[src/rtl/ep_csr_pkg.sv]
// Package: ep_csr_pkg
// Purpose: shared layout of one endpoint control/status word.
// Assumes: the field order below is the software-visible bit order.
package ep_csr_pkg;

    localparam int WORD_W = 16;

    // Endpoint word, MSB first: bit 15 down to bit 0.
    typedef struct packed {
        logic       rx_cmp;    // 15 receive complete, clear-by-zero
        logic       rx_tog;    // 14 receive data toggle, invert-by-one
        logic [1:0] rx_state;  // 13:12 receive handshake state, invert-by-one
        logic       setup;     // 11 setup seen, hardware set
        logic [1:0] ep_type;   // 10:9 transfer type, plain
        logic       kind;      // 8 kind, plain
        logic       tx_cmp;    // 7 transmit complete, clear-by-zero
        logic       tx_tog;    // 6 transmit data toggle, invert-by-one
        logic [1:0] tx_state;  // 5:4 transmit handshake state, invert-by-one
        logic [3:0] ep_addr;   // 3:0 endpoint address, plain
    } csr_t;

    // Handshake state codes: 0 disabled, 1 STALL, 2 NAK, 3 VALID.
    // Type codes: 0 bulk, 1 control, 2 isochronous, 3 interrupt.

endpackage

[src/rtl/ep_addr_decode.sv]
// Module: ep_addr_decode
// Purpose: turns a byte address into an endpoint index, a hit flag and
//          one-hot write enables.
// Assumes: words are 4 bytes apart; misaligned or out-of-range addresses miss.
module ep_addr_decode #(
    parameter int N_EP   = 8,
    parameter int ADDR_W = 6,
    localparam int IDX_W = ADDR_W - 2
) (
    input  logic              bus_sel,
    input  logic              bus_wr,
    input  logic [ADDR_W-1:0] bus_addr,
    output logic [IDX_W-1:0]  idx,
    output logic              hit,
    output logic [N_EP-1:0]   wr_en
);

    // Index extraction and range/alignment check.
    always_comb begin
        idx = bus_addr[ADDR_W-1:2];
        hit = (bus_addr[1:0] == 2'b00) && (32'(idx) < N_EP);
    end

    // One write enable per slot.
    always_comb begin
        wr_en = '0;
        for (int i = 0; i < N_EP; i++) begin
            wr_en[i] = bus_sel && bus_wr && hit && (32'(idx) == i);
        end
    end

    // At most one slot is written per cycle.
    always_comb begin
        AST_ONE_SLOT: assert ($onehot0(wr_en));
    end

endmodule

[src/rtl/ep_csr_slot.sv]
// Module: ep_csr_slot
// Purpose: one endpoint word with per-field write rules and event inputs.
// Assumes: events are single-cycle strobes. Events win over software clears,
//          and toggle inversions from software and events add as XOR.
module ep_csr_slot
    import ep_csr_pkg::*;
(
    input  logic              clk,
    input  logic              rst_n,
    input  logic              wr_en,
    input  logic [WORD_W-1:0] wdata,
    input  logic              ev_rx_done,
    input  logic              ev_tx_done,
    input  logic              ev_setup,
    output csr_t              q
);

    csr_t w;
    csr_t d;

    assign w = csr_t'(wdata);

    // Next-state: software write rules first, then hardware events on top.
    always_comb begin
        d = q;
        if (wr_en) begin
            d.rx_state = q.rx_state ^ w.rx_state;
            d.tx_state = q.tx_state ^ w.tx_state;
            d.rx_tog   = q.rx_tog ^ w.rx_tog;
            d.tx_tog   = q.tx_tog ^ w.tx_tog;
            d.ep_type  = w.ep_type;
            d.kind     = w.kind;
            d.ep_addr  = w.ep_addr;
            if (!w.rx_cmp) begin
                d.rx_cmp = 1'b0;
                d.setup  = 1'b0;
            end
            if (!w.tx_cmp) begin
                d.tx_cmp = 1'b0;
            end
        end
        if (ev_rx_done) begin
            d.rx_cmp = 1'b1;
            d.rx_tog = ~d.rx_tog;
        end
        if (ev_tx_done) begin
            d.tx_cmp = 1'b1;
            d.tx_tog = ~d.tx_tog;
        end
        if (ev_setup) begin
            d.setup = 1'b1;
        end
    end

    // Word register with synchronous active-low reset.
    always_ff @(posedge clk) begin
        if (!rst_n) q <= '0;
        else        q <= d;
    end

    AST_RESET_ZERO: assert property (@(posedge clk) !rst_n |=> (q == '0));
    AST_PLAIN_HOLD: assert property (@(posedge clk) disable iff (!rst_n)
        !wr_en |=> ($stable(q.ep_type) && $stable(q.kind) && $stable(q.ep_addr)));
    AST_STATE_HOLD: assert property (@(posedge clk) disable iff (!rst_n)
        !wr_en |=> ($stable(q.rx_state) && $stable(q.tx_state)));
    AST_RXTOG_HOLD: assert property (@(posedge clk) disable iff (!rst_n)
        (!wr_en && !ev_rx_done) |=> $stable(q.rx_tog));
    AST_TXTOG_HOLD: assert property (@(posedge clk) disable iff (!rst_n)
        (!wr_en && !ev_tx_done) |=> $stable(q.tx_tog));
    AST_RXCMP_NO_SW_SET: assert property (@(posedge clk) disable iff (!rst_n)
        !ev_rx_done |=> !$rose(q.rx_cmp));
    AST_TXCMP_NO_SW_SET: assert property (@(posedge clk) disable iff (!rst_n)
        !ev_tx_done |=> !$rose(q.tx_cmp));
    AST_RX_EVENT_WINS: assert property (@(posedge clk) disable iff (!rst_n)
        ev_rx_done |=> q.rx_cmp);
    AST_TX_EVENT_WINS: assert property (@(posedge clk) disable iff (!rst_n)
        ev_tx_done |=> q.tx_cmp);
    AST_SETUP_HW_ONLY: assert property (@(posedge clk) disable iff (!rst_n)
        (wr_en && w.setup && !ev_setup && !q.setup) |=> !q.setup);
    AST_SETUP_CLEAR: assert property (@(posedge clk) disable iff (!rst_n)
        (wr_en && !w.rx_cmp && !ev_setup) |=> !q.setup);

endmodule

[src/rtl/ep_read_mux.sv]
// Module: ep_read_mux
// Purpose: selects the addressed endpoint word for the read bus.
// Assumes: a miss or an idle bus reads zero.
module ep_read_mux
    import ep_csr_pkg::*;
#(
    parameter int N_EP  = 8,
    parameter int IDX_W = 4
) (
    input  csr_t              slots [N_EP],
    input  logic [IDX_W-1:0]  idx,
    input  logic              hit,
    input  logic              bus_sel,
    output logic [WORD_W-1:0] rdata
);

    // Word selection by index.
    always_comb begin
        rdata = '0;
        for (int i = 0; i < N_EP; i++) begin
            if (bus_sel && hit && (32'(idx) == i)) rdata = slots[i];
        end
    end

endmodule

[src/rtl/ep_csr_bank.sv]
// Module: ep_csr_bank
// Purpose: bank of endpoint control/status words on a simple register bus,
//          with event strobes from a protocol engine.
// Assumes: bus writes take effect at the clock edge; reads are combinational.
module ep_csr_bank
    import ep_csr_pkg::*;
#(
    parameter int N_EP   = 8,
    parameter int ADDR_W = 6,
    localparam int IDX_W = ADDR_W - 2
) (
    input  logic                   clk,
    input  logic                   rst_n,
    input  logic                   bus_sel,
    input  logic                   bus_wr,
    input  logic [ADDR_W-1:0]      bus_addr,
    input  logic [WORD_W-1:0]      bus_wdata,
    output logic [WORD_W-1:0]      bus_rdata,
    input  logic [N_EP-1:0]        ev_rx_done,
    input  logic [N_EP-1:0]        ev_tx_done,
    input  logic [N_EP-1:0]        ev_setup,
    output logic [N_EP*WORD_W-1:0] csr_flat
);

    logic [IDX_W-1:0] idx;
    logic             hit;
    logic [N_EP-1:0]  wr_en;
    csr_t             slots [N_EP];

    ep_addr_decode #(.N_EP(N_EP), .ADDR_W(ADDR_W)) u_dec (
        .bus_sel  (bus_sel),
        .bus_wr   (bus_wr),
        .bus_addr (bus_addr),
        .idx      (idx),
        .hit      (hit),
        .wr_en    (wr_en)
    );

    // One slot per endpoint; flatten for the protocol engine.
    for (genvar g = 0; g < N_EP; g++) begin : g_slot
        ep_csr_slot u_slot (
            .clk        (clk),
            .rst_n      (rst_n),
            .wr_en      (wr_en[g]),
            .wdata      (bus_wdata),
            .ev_rx_done (ev_rx_done[g]),
            .ev_tx_done (ev_tx_done[g]),
            .ev_setup   (ev_setup[g]),
            .q          (slots[g])
        );
        assign csr_flat[g*WORD_W +: WORD_W] = slots[g];
    end

    ep_read_mux #(.N_EP(N_EP), .IDX_W(IDX_W)) u_rmux (
        .slots   (slots),
        .idx     (idx),
        .hit     (hit),
        .bus_sel (bus_sel),
        .rdata   (bus_rdata)
    );

endmodule

[config.mk]
export PLATFORM = sky130hd
export DESIGN_NAME = ep_csr_bank
export DESIGN_NICKNAME = d
export VERILOG_FILES = /design/src/rtl/ep_csr_pkg.sv /design/src/rtl/ep_addr_decode.sv /design/src/rtl/ep_csr_slot.sv /design/src/rtl/ep_read_mux.sv /design/src/rtl/ep_csr_bank.sv
export SDC_FILE = /design/constraint.sdc
export NUM_CORES = 1
export LEC_CHECK = 0
export ABC_AREA = 1
export ABC_CLOCK_PERIOD_IN_PS = 1600
export BUFFER_PORTS_ARGS = -buffer_cell sky130_fd_sc_hd__clkbuf_2
export CORE_MARGIN = 5
export CORE_UTILIZATION = 31
export CTS_BUF_LIST = sky130_fd_sc_hd__clkbuf_8
export DETAILED_ROUTE_END_ITERATION = 7
export PLACE_DENSITY = 0.59
export SYNTH_ARGS = -nofsm -noshare
export SYNTH_HDL_FRONTEND = slang
export SYNTH_SLANG_ARGS = --single-unit
[constraint.sdc]
create_clock -name clk -period 1.6 [get_ports clk]
set_input_delay 0.16 -clock clk [delete_from_list [all_inputs] [get_ports clk]]
set_output_delay 0.16 -clock clk [all_outputs]
set_load 0.02 [all_outputs]
* After elaboration in Yosys (flattened, before gate mapping) *
Cells that the tools add are included.
Widths: inputs -> output; s select.

word-level totals
  latch bits = 0
  word-level logic and storage cells = 272
  RAM bits = 0
  memories = 0
  input port bits = 50
  bits in registers = 128
  ROM bits = 0
  output and inout port bits = 144

operators by class
  multiplexer cells = 42
  shifts and indexed selects = 0
  $lt $le $gt $ge = 1
  bitwise gates (word level) = 48
  add/sub/neg operators = 0
  equal/unequal tests = 31
  multiply operators = 0
  div/mod/pow operators = 0
  reductions and logical operators = 70

operator list
  cell                number
  $mux 16             16
  $ne 2x1->1 const B  24
  $reduce_and 2->1    24
  $reduce_bool 2->1   24
  $mux 2              16
  $xor 2x2->2         16
  $logic_and 1x1->1   20
  $eq 4x3->1 const B  4
  $not 1->1           16
  $xor 1x1->1         16
  $mux 1              10
  $eq 4x2->1 const B  2
  $eq 4x1->1 const B  1
  $logic_not 4->1     1
  $lt 4x4->1 const B  1
  $logic_not 2->1     1

* Longest topological paths before layout *
Gate-level depths: netlist of the first run.

  word-level depth = 12
  depth in mapped cells = 10
  gate-level depth less buffers = 9

* Hierarchy *
From an unflattened synthesis of the first run, not the netlist that was laid out.

second synthesis, totals
  cells, all modules = 998
  area, all modules = 6608.8 um2

modules (own cells, without submodules)
  module          area an instance (um2)  times used  cells each
  ep_csr_slot     621.8                   8           83
  ep_read_mux     1477.7                  1           300
  ep_addr_decode  156.4                   1           34

* Least setup slack after synthesis of the first run *
Ideal clock, no wire load.

  path type = input port to output port
  start point = input port bus_addr[5]
  end point = output port bus_rdata[6]
  path buffers = 2
  required time = 1440 ps
  arrival time = 1331 ps
  stages = 9
  path slack = 109 ps
  cells stage by stage = inv_2 -> nand2_2 -> nor2_8 -> nand2_4 -> buf_6 -> buf_6 -> nor2_1 -> o21bai_1 -> nand4_1

on the way
  cells in the longest elaborated chain, start to end = 12

RTL lines
  element                         line                  RTL
  start, declared                 ep_csr_bank.sv:16     input logic [ADDR_W-1:0] bus_addr,
  $lt 4x4->1                      ep_addr_decode.sv:21  hit = (bus_addr[1:0] == 2'b00) && (32'(idx) < N_EP);
  $logic_and 1x1->1               ep_addr_decode.sv:21
  $logic_and 1x1->1 (2 in a row)  ep_read_mux.sv:21     if (bus_sel && hit && (32'(idx) == i)) rdata = slots[i];
  $mux 16 (7 in a row)            ep_read_mux.sv:21
  $mux 16 *                       ep_read_mux.sv:21
  end, declared                   ep_csr_bank.sv:18     output logic [WORD_W-1:0] bus_rdata,

Every way passes the cells marked *; elsewhere a longest branch is shown, timed or not.

* Final worst setup path of the first run *
  start point = input port bus_addr[5]
  end point = output port bus_rdata[4]

Same word-level chain as after synthesis.

==> qor.txt, run 1 <==
Initial antenna violation count: 1
WL/cell: 19.1 microns
Synth top area share: 41.0%
Total CTS buffers: 17
Power Dens Cells: 685 nW/um^2
Leakage: 4.51 nW
Register with the highest flop count: g_slot.u_slot.q
Synth area leader: dfxtp_1
Clock buffer depth: 2
Die area: 23100 sq um
Top_reg_cell synth: dfxtp_1
GRT Overall Usage: 21.6%
GP Congestion: 0.809
Ys async rst share: 0%
Status: complete, but fails checks
DRC errors left: 0
Post-synth EDFFs: 0
Register-to-Register Path Depth: 5
Syn_nets: 894
Number of global-route vias before repair: 6531
Max-cap violations: 0
CTS tree: built
GR peak layer: met2
Grt total ovfl: 0
CP arrival: 1.47 ns
Violated checks: setup timing
Drt total wl: 26900 microns
Top Registers: g_slot.u_slot.q: 128 flops
Top-count cell post-synth: nor2_1
Final net count: 1183
RSZ-0062 raised after global routing: yes
Final slew viol count: 0
Max reg flops: 128
Rows: 52
Startpoint Class: input pin
Worst slew pin tran: 0.479 ns
DP Worst Slack: -0.101 ns
Sequential share of the synthesized area: 41.0%
Clock skew: 0 ns
Met3 Use GR: 6.09%
Synth unique cells: 32
Routed Antenna Nets: 0
Port bufs: 192
GR Layer Usage met2: 34.8%
Hold path depth: 3
End of the worst hold path: g_slot[5].u_slot.q[2]
Synth cell count leaders: nor2_1 (130), dfxtp_1 (128), o21ai_0 (90)
Placed wire-length estimate: 17800 microns
Largest net degree at the start of global routing: 55
Worst Setup End Kind: primary output
Final Cycle Share: 102%
Hold Path Class: input pin to register
Clock Latency Late Sink: 0.46 ns
Share of layout cells above drive strength 1: 44.9%
Mapped cell area: 6250 sq um
DR vias: 7008
Met1 GRT Util: 28.7%
Top post-synthesis cells by area: dfxtp_1 (41%), nor2_1 (7.8%), o21ai_0 (7.2%), nand3_1 (6.2%), nand2_1 (4.7%)
R2R setup slack: 0.47 ns
Die Wd: 152 microns
H-tree levels: 4
Register area: 2640 sq um
Antenna cells: 0
Clk slew on worst S/H paths: 0.07 ns
R2r endpoint: g_slot[1].u_slot.q[6]
Number of synthesized register bits: 128
Hold path startpoint: bus_wdata[2]
DR vias/cell: 4.97
Final Util: 48.0%
Worst reg2reg startpoint: g_slot[1].u_slot.q[6]
Fillers: 1999
Core Area: 20000 sq um
Crit Path Category: input pin to primary output
Required @ worst endpoint: 1.44 ns
Crit-path max FO: 8
Max-slew headroom: 68.1%
Minimum clock period: 1.63 ns
Final setup viols: 6
Fin. Hold Viols: 0
First-pass GRT wire length: 39300 microns
Final setup margin: -0.0251 ns
Synthesized area per cell: 7.40 sq um
Total power: 0.00659 W
TritonRoute pass-1 iters: 5
Yosys warns: 0
Peak supply drop: 0.508 mV
Fmax: 615 MHz
Initial Utilization: 31.2%
IO Count: 194
CTS Sinks: 128
Multi-input gate area: 3630 sq um
Syn Inst Count: 844
Die Ht: 152 microns
Clock tree root driver cell: clkbuf_8
Synth-to-Final Area Change: 54.0%
DRT iter0 DRCs: 543
[timing repair]
item	in CTS	in global routing
buffers inserted	25	28
resized for setup	102	152
hold endpoints to repair	24	0
setup endpoints to repair	16	16
cloned	2	4
hold buffers	24	0
pin swaps	33	67
[critical path: stages]
cell and delay, ns:
buf_8 0.10, inv_8 0.06, nand2_8 0.05, nor2_8 0.14, buf_12 0.21, nand2_8 0.13
nor2_1 0.10, o21bai_1 0.10, nand4_1 0.18, clkbuf_8 0.21
[power by group]
group | internal (W) | total [W] | switching (W)
clock network | 0.000994 | 0.00229 | 0.00130
logic | 0.000374 | 0.000938 | 0.000564
registers | 0.00328 | 0.00336 | 0.0000827
total | 0.00465 | 0.00659 | 0.00194
[cell families (layout without fill, tap and decap cells)]
family          after synthesis  count (layout)  synth area share [%]
buf+inv                     127             421                  9.03
compound gates              192             192                  16.6
flops                       128             128                  41.0
xor+xnor                     23              23                  3.22
simple gates                374             377                  30.2
[placed cells by master (no fill, tap or decap), types with 5 or more instances in the layout]
cell / Yosys / final
a21oi_1: 55 / 55
and3_1: 22 / 22
buf_12: 0 / 17
buf_4: 11 / 81
buf_6: 5 / 13
buf_8: 0 / 6
clkbuf_2: 0 / 171
clkbuf_8: 0 / 23
clkinv_2: 0 / 5
dfxtp_1: 128 / 75
dfxtp_2: 0 / 50
dlygate4sd3_1: 0 / 24
inv_1: 62 / 49
inv_2: 10 / 21
nand2_1: 78 / 74
nand2_4: 7 / 8
nand2_8: 0 / 6
nand3_1: 78 / 23
nand3_2: 0 / 55
nand4_1: 13 / 13
nor2_1: 130 / 124
nor2_4: 7 / 13
nor3_1: 12 / 12
nor3_2: 9 / 9
nor3b_1: 8 / 8
o21ai_0: 90 / 78
o21ai_1: 17 / 22
o21ai_2: 0 / 6
o21bai_1: 27 / 23
xnor2_1: 5 / 5
xor2_1: 18 / 18
[final cells by class]
class,instances,share of cell area (%)
timing repair buffer,321,25.3
sequential,128,27.4
tap,270,3.51
inverter,73,3.03
clock buffer,17,2.43
clock inverter,10,0.572
multi-input combinational,592,37.7
[layer usage]
layer  part of all wire [%]  up-vias
met5                  0.041        -
met2                     47      293
met3                    8.6       38
li1                       -     3366
met1                     42     3309
met4                    2.1        2
[per-stage QoR]
stage	hold WS (ns)	setup TNS, ns	area [sq um]	std cells
3_5_place_dp	0.387	-2.72	7800	1302
4_1_cts	0.0399	-0.0641	8890	1379
3_3_place_gp	0.384	-1.67	7800	1302
5_1_grt	0.0486	-0.964	9620	1411
6_report	0.0559	-0.0745	9620	1411
2_1_floorplan	0.294	0	6250	844
[how the worst max path moves through the flow]
stage,to,start,cells after the start
final,bus_rdata[4],bus_addr[5],10
after global routing,bus_rdata[12],g_slot[1].u_slot.q[12],7
after CTS,bus_rdata[4],g_slot[1].u_slot.q[4],5
after detailed placement,bus_rdata[14],bus_addr[5],9
after global placement,bus_rdata[12],bus_addr[3],12
after floorplan,bus_rdata[6],bus_addr[5],9
Note: power is estimated with default switching activity, not from simulation.
==> run 2, diff against run 1 <==
Settings changed: RECOVER_POWER set to 100.
==> run 2 against run 1 <==
The run still ends with setup timing left. Cell area is 0.53% lower. Largest cell class unchanged. Clock power hardly changed. Register-to-register slack hardly changed. Critical path type unchanged.
==> qor.txt, run 2 (synthesis gave the netlist of run 1 again) <==
Power Dens Cells: 690 nW/um^2
Number of global-route vias before repair: 6531
Clock buffer depth: 2
Clock tree root driver cell: clkbuf_8
Port bufs: 192
Placed wire-length estimate: 17800 microns
Minimum clock period: 1.63 ns
Routed Antenna Nets: 0
GP Congestion: 0.809
DRT iter0 DRCs: 573
Clock Latency Late Sink: 0.46 ns
Fillers: 2007
Crit-path max FO: 8
Crit Path Category: input pin to primary output
Leakage: 4.48 nW
Final setup viols: 6
Top Registers: g_slot.u_slot.q: 128 flops
Hold Path Class: input pin to register
Synth-to-Final Area Change: 53.2%
Die Ht: 152 microns
Grt total ovfl: 0
Violated checks: setup timing
Startpoint Class: input pin
Die Wd: 152 microns
Final setup margin: -0.0296 ns
Final net count: 1183
Largest net degree at the start of global routing: 55
Peak supply drop: 0.508 mV
First-pass GRT wire length: 39300 microns
Core Area: 20000 sq um
CP arrival: 1.47 ns
Initial Utilization: 31.2%
Max-slew headroom: 55.8%
Post-Layout Cell Count: 1411
IO Count: 194
Placed Cells: 1302
Max-cap violations: 0
Register with the highest flop count: g_slot.u_slot.q
TritonRoute pass-1 iters: 5
Max reg flops: 128
GRT Overall Usage: 21.6%
Most frequent cells in the layout: clkbuf_2 (173), nor2_1 (125), buf_4 (80), o21ai_0 (78), nand2_1 (76)
Status: complete, but fails checks
Family with the most delay on the worst path: simple AND/OR/NAND/NOR gates
CTS Sinks: 128
Worst Path Buf+Inv: 4
Crit-path cells: buf_8 -> inv_8 -> nand2_8 -> nor2_8 -> buf_12 -> nand2_8 -> nor2_1 -> o21bai_1 -> nand4_1 -> clkbuf_8
RSZ-0062 raised after global routing: yes
Clk slew on worst S/H paths: 0.08 ns
Hold WS: 0.0521 ns
Cell mode on critical path: nand2_8
Clock skew: 0 ns
Worst Setup End Kind: primary output
DR vias/cell: 4.99
DRC errors left: 0
Share of layout cells above drive strength 1: 44.4%
Total CTS buffers: 17
Max incr delay on CP: 0.21 ns
WL/cell: 19.2 microns
DR vias: 7037
Required @ worst endpoint: 1.44 ns
Worst slew pin tran: 0.663 ns
Drt total wl: 27100 microns
Die area: 23100 sq um
Rows: 52
Fin. Hold Viols: 0
Final slew viol count: 0
Antenna cells: 0
Fmax: 614 MHz
Critical-path top delay cell: buf_12
H-tree levels: 4
Initial antenna violation count: 1
Most common cell after layout, fill and taps aside: clkbuf_2
Final Cycle Share: 102%
DP Worst Slack: -0.101 ns
CTS tree: built
Final Util: 47.8%
==> run 2: metrics by stage <==
| stage | cell area, sq um | total power (W) | setup TNS (ns) |
|---|---|---|---|
| 2_1_floorplan | 6250 | 0.00384 | 0 |
| 3_3_place_gp | 7800 | 0.00415 | -1.67 |
| 3_5_place_dp | 7800 | 0.00416 | -2.72 |
| 4_1_cts | 8890 | 0.00653 | -0.0641 |
| 5_1_grt | 9570 | 0.00684 | -1.26 |
| 6_report | 9570 | 0.00661 | -0.108 |
==> run 2: worst register-to-register path, stage by stage (launching register included) <==
cell,delay [ns]
dfxtp_2,0.33
buf_4,0.12
buf_4,0.13
xor2_1,0.16
nor3b_1,0.20
nor3_1,0.07
==> run 2: power breakdown <==
| group | total, W | internal (W) | switching [W] |
|---|---|---|---|
| clock | 0.00231 | 0.000995 | 0.00131 |
| sequential | 0.00336 | 0.00328 | 0.0000827 |
| combinational | 0.000937 | 0.000374 | 0.000563 |
==> run 2: metal layers <==
layer	routed length, microns	track usage (%)	share of wire [%]
met3	2220	6.09	8.2
met2	12800	34.8	47
met5	11	0	0.041
met1	11500	28.7	43
met4	461	5.78	1.7
==> run 2: cell type report <==
class / instances / area, sq um / area share, %
timing repair buffer: 321 / 2400 / 25.1
clock buffer: 17 / 234 / 2.44
multi-input combinational: 592 / 3610 / 37.7
tap: 270 / 338 / 3.53
sequential: 128 / 2640 / 27.5
clock inverter: 10 / 55.1 / 0.575
inverter: 73 / 292 / 3.05
==> run 2: timing repair <==
item	CTS	global route
endpoints found under the hold margin	24	0
pin swaps	33	67
hold buffers	24	0
buffers inserted	25	28
cloned	2	4
gates resized for setup	102	152
setup endpoints to repair	16	16
==> run 2: worst paths after layout <==
| path | from | end | slack [ns] | depth (start not counted) |
|---|---|---|---|---|
| setup / recovery | bus_addr[5] | bus_rdata[4] | -0.03 | 10 |
| hold / removal | bus_wdata[2] | g_slot[5].u_slot.q[2] | 0.05 | 3 |
| setup reg to reg | g_slot[1].u_slot.q[6] | g_slot[1].u_slot.q[6] | 0.46 | 5 |
| hold reg to reg | g_slot[3].u_slot.q[5] | g_slot[3].u_slot.q[5] | 0.46 | 2 |
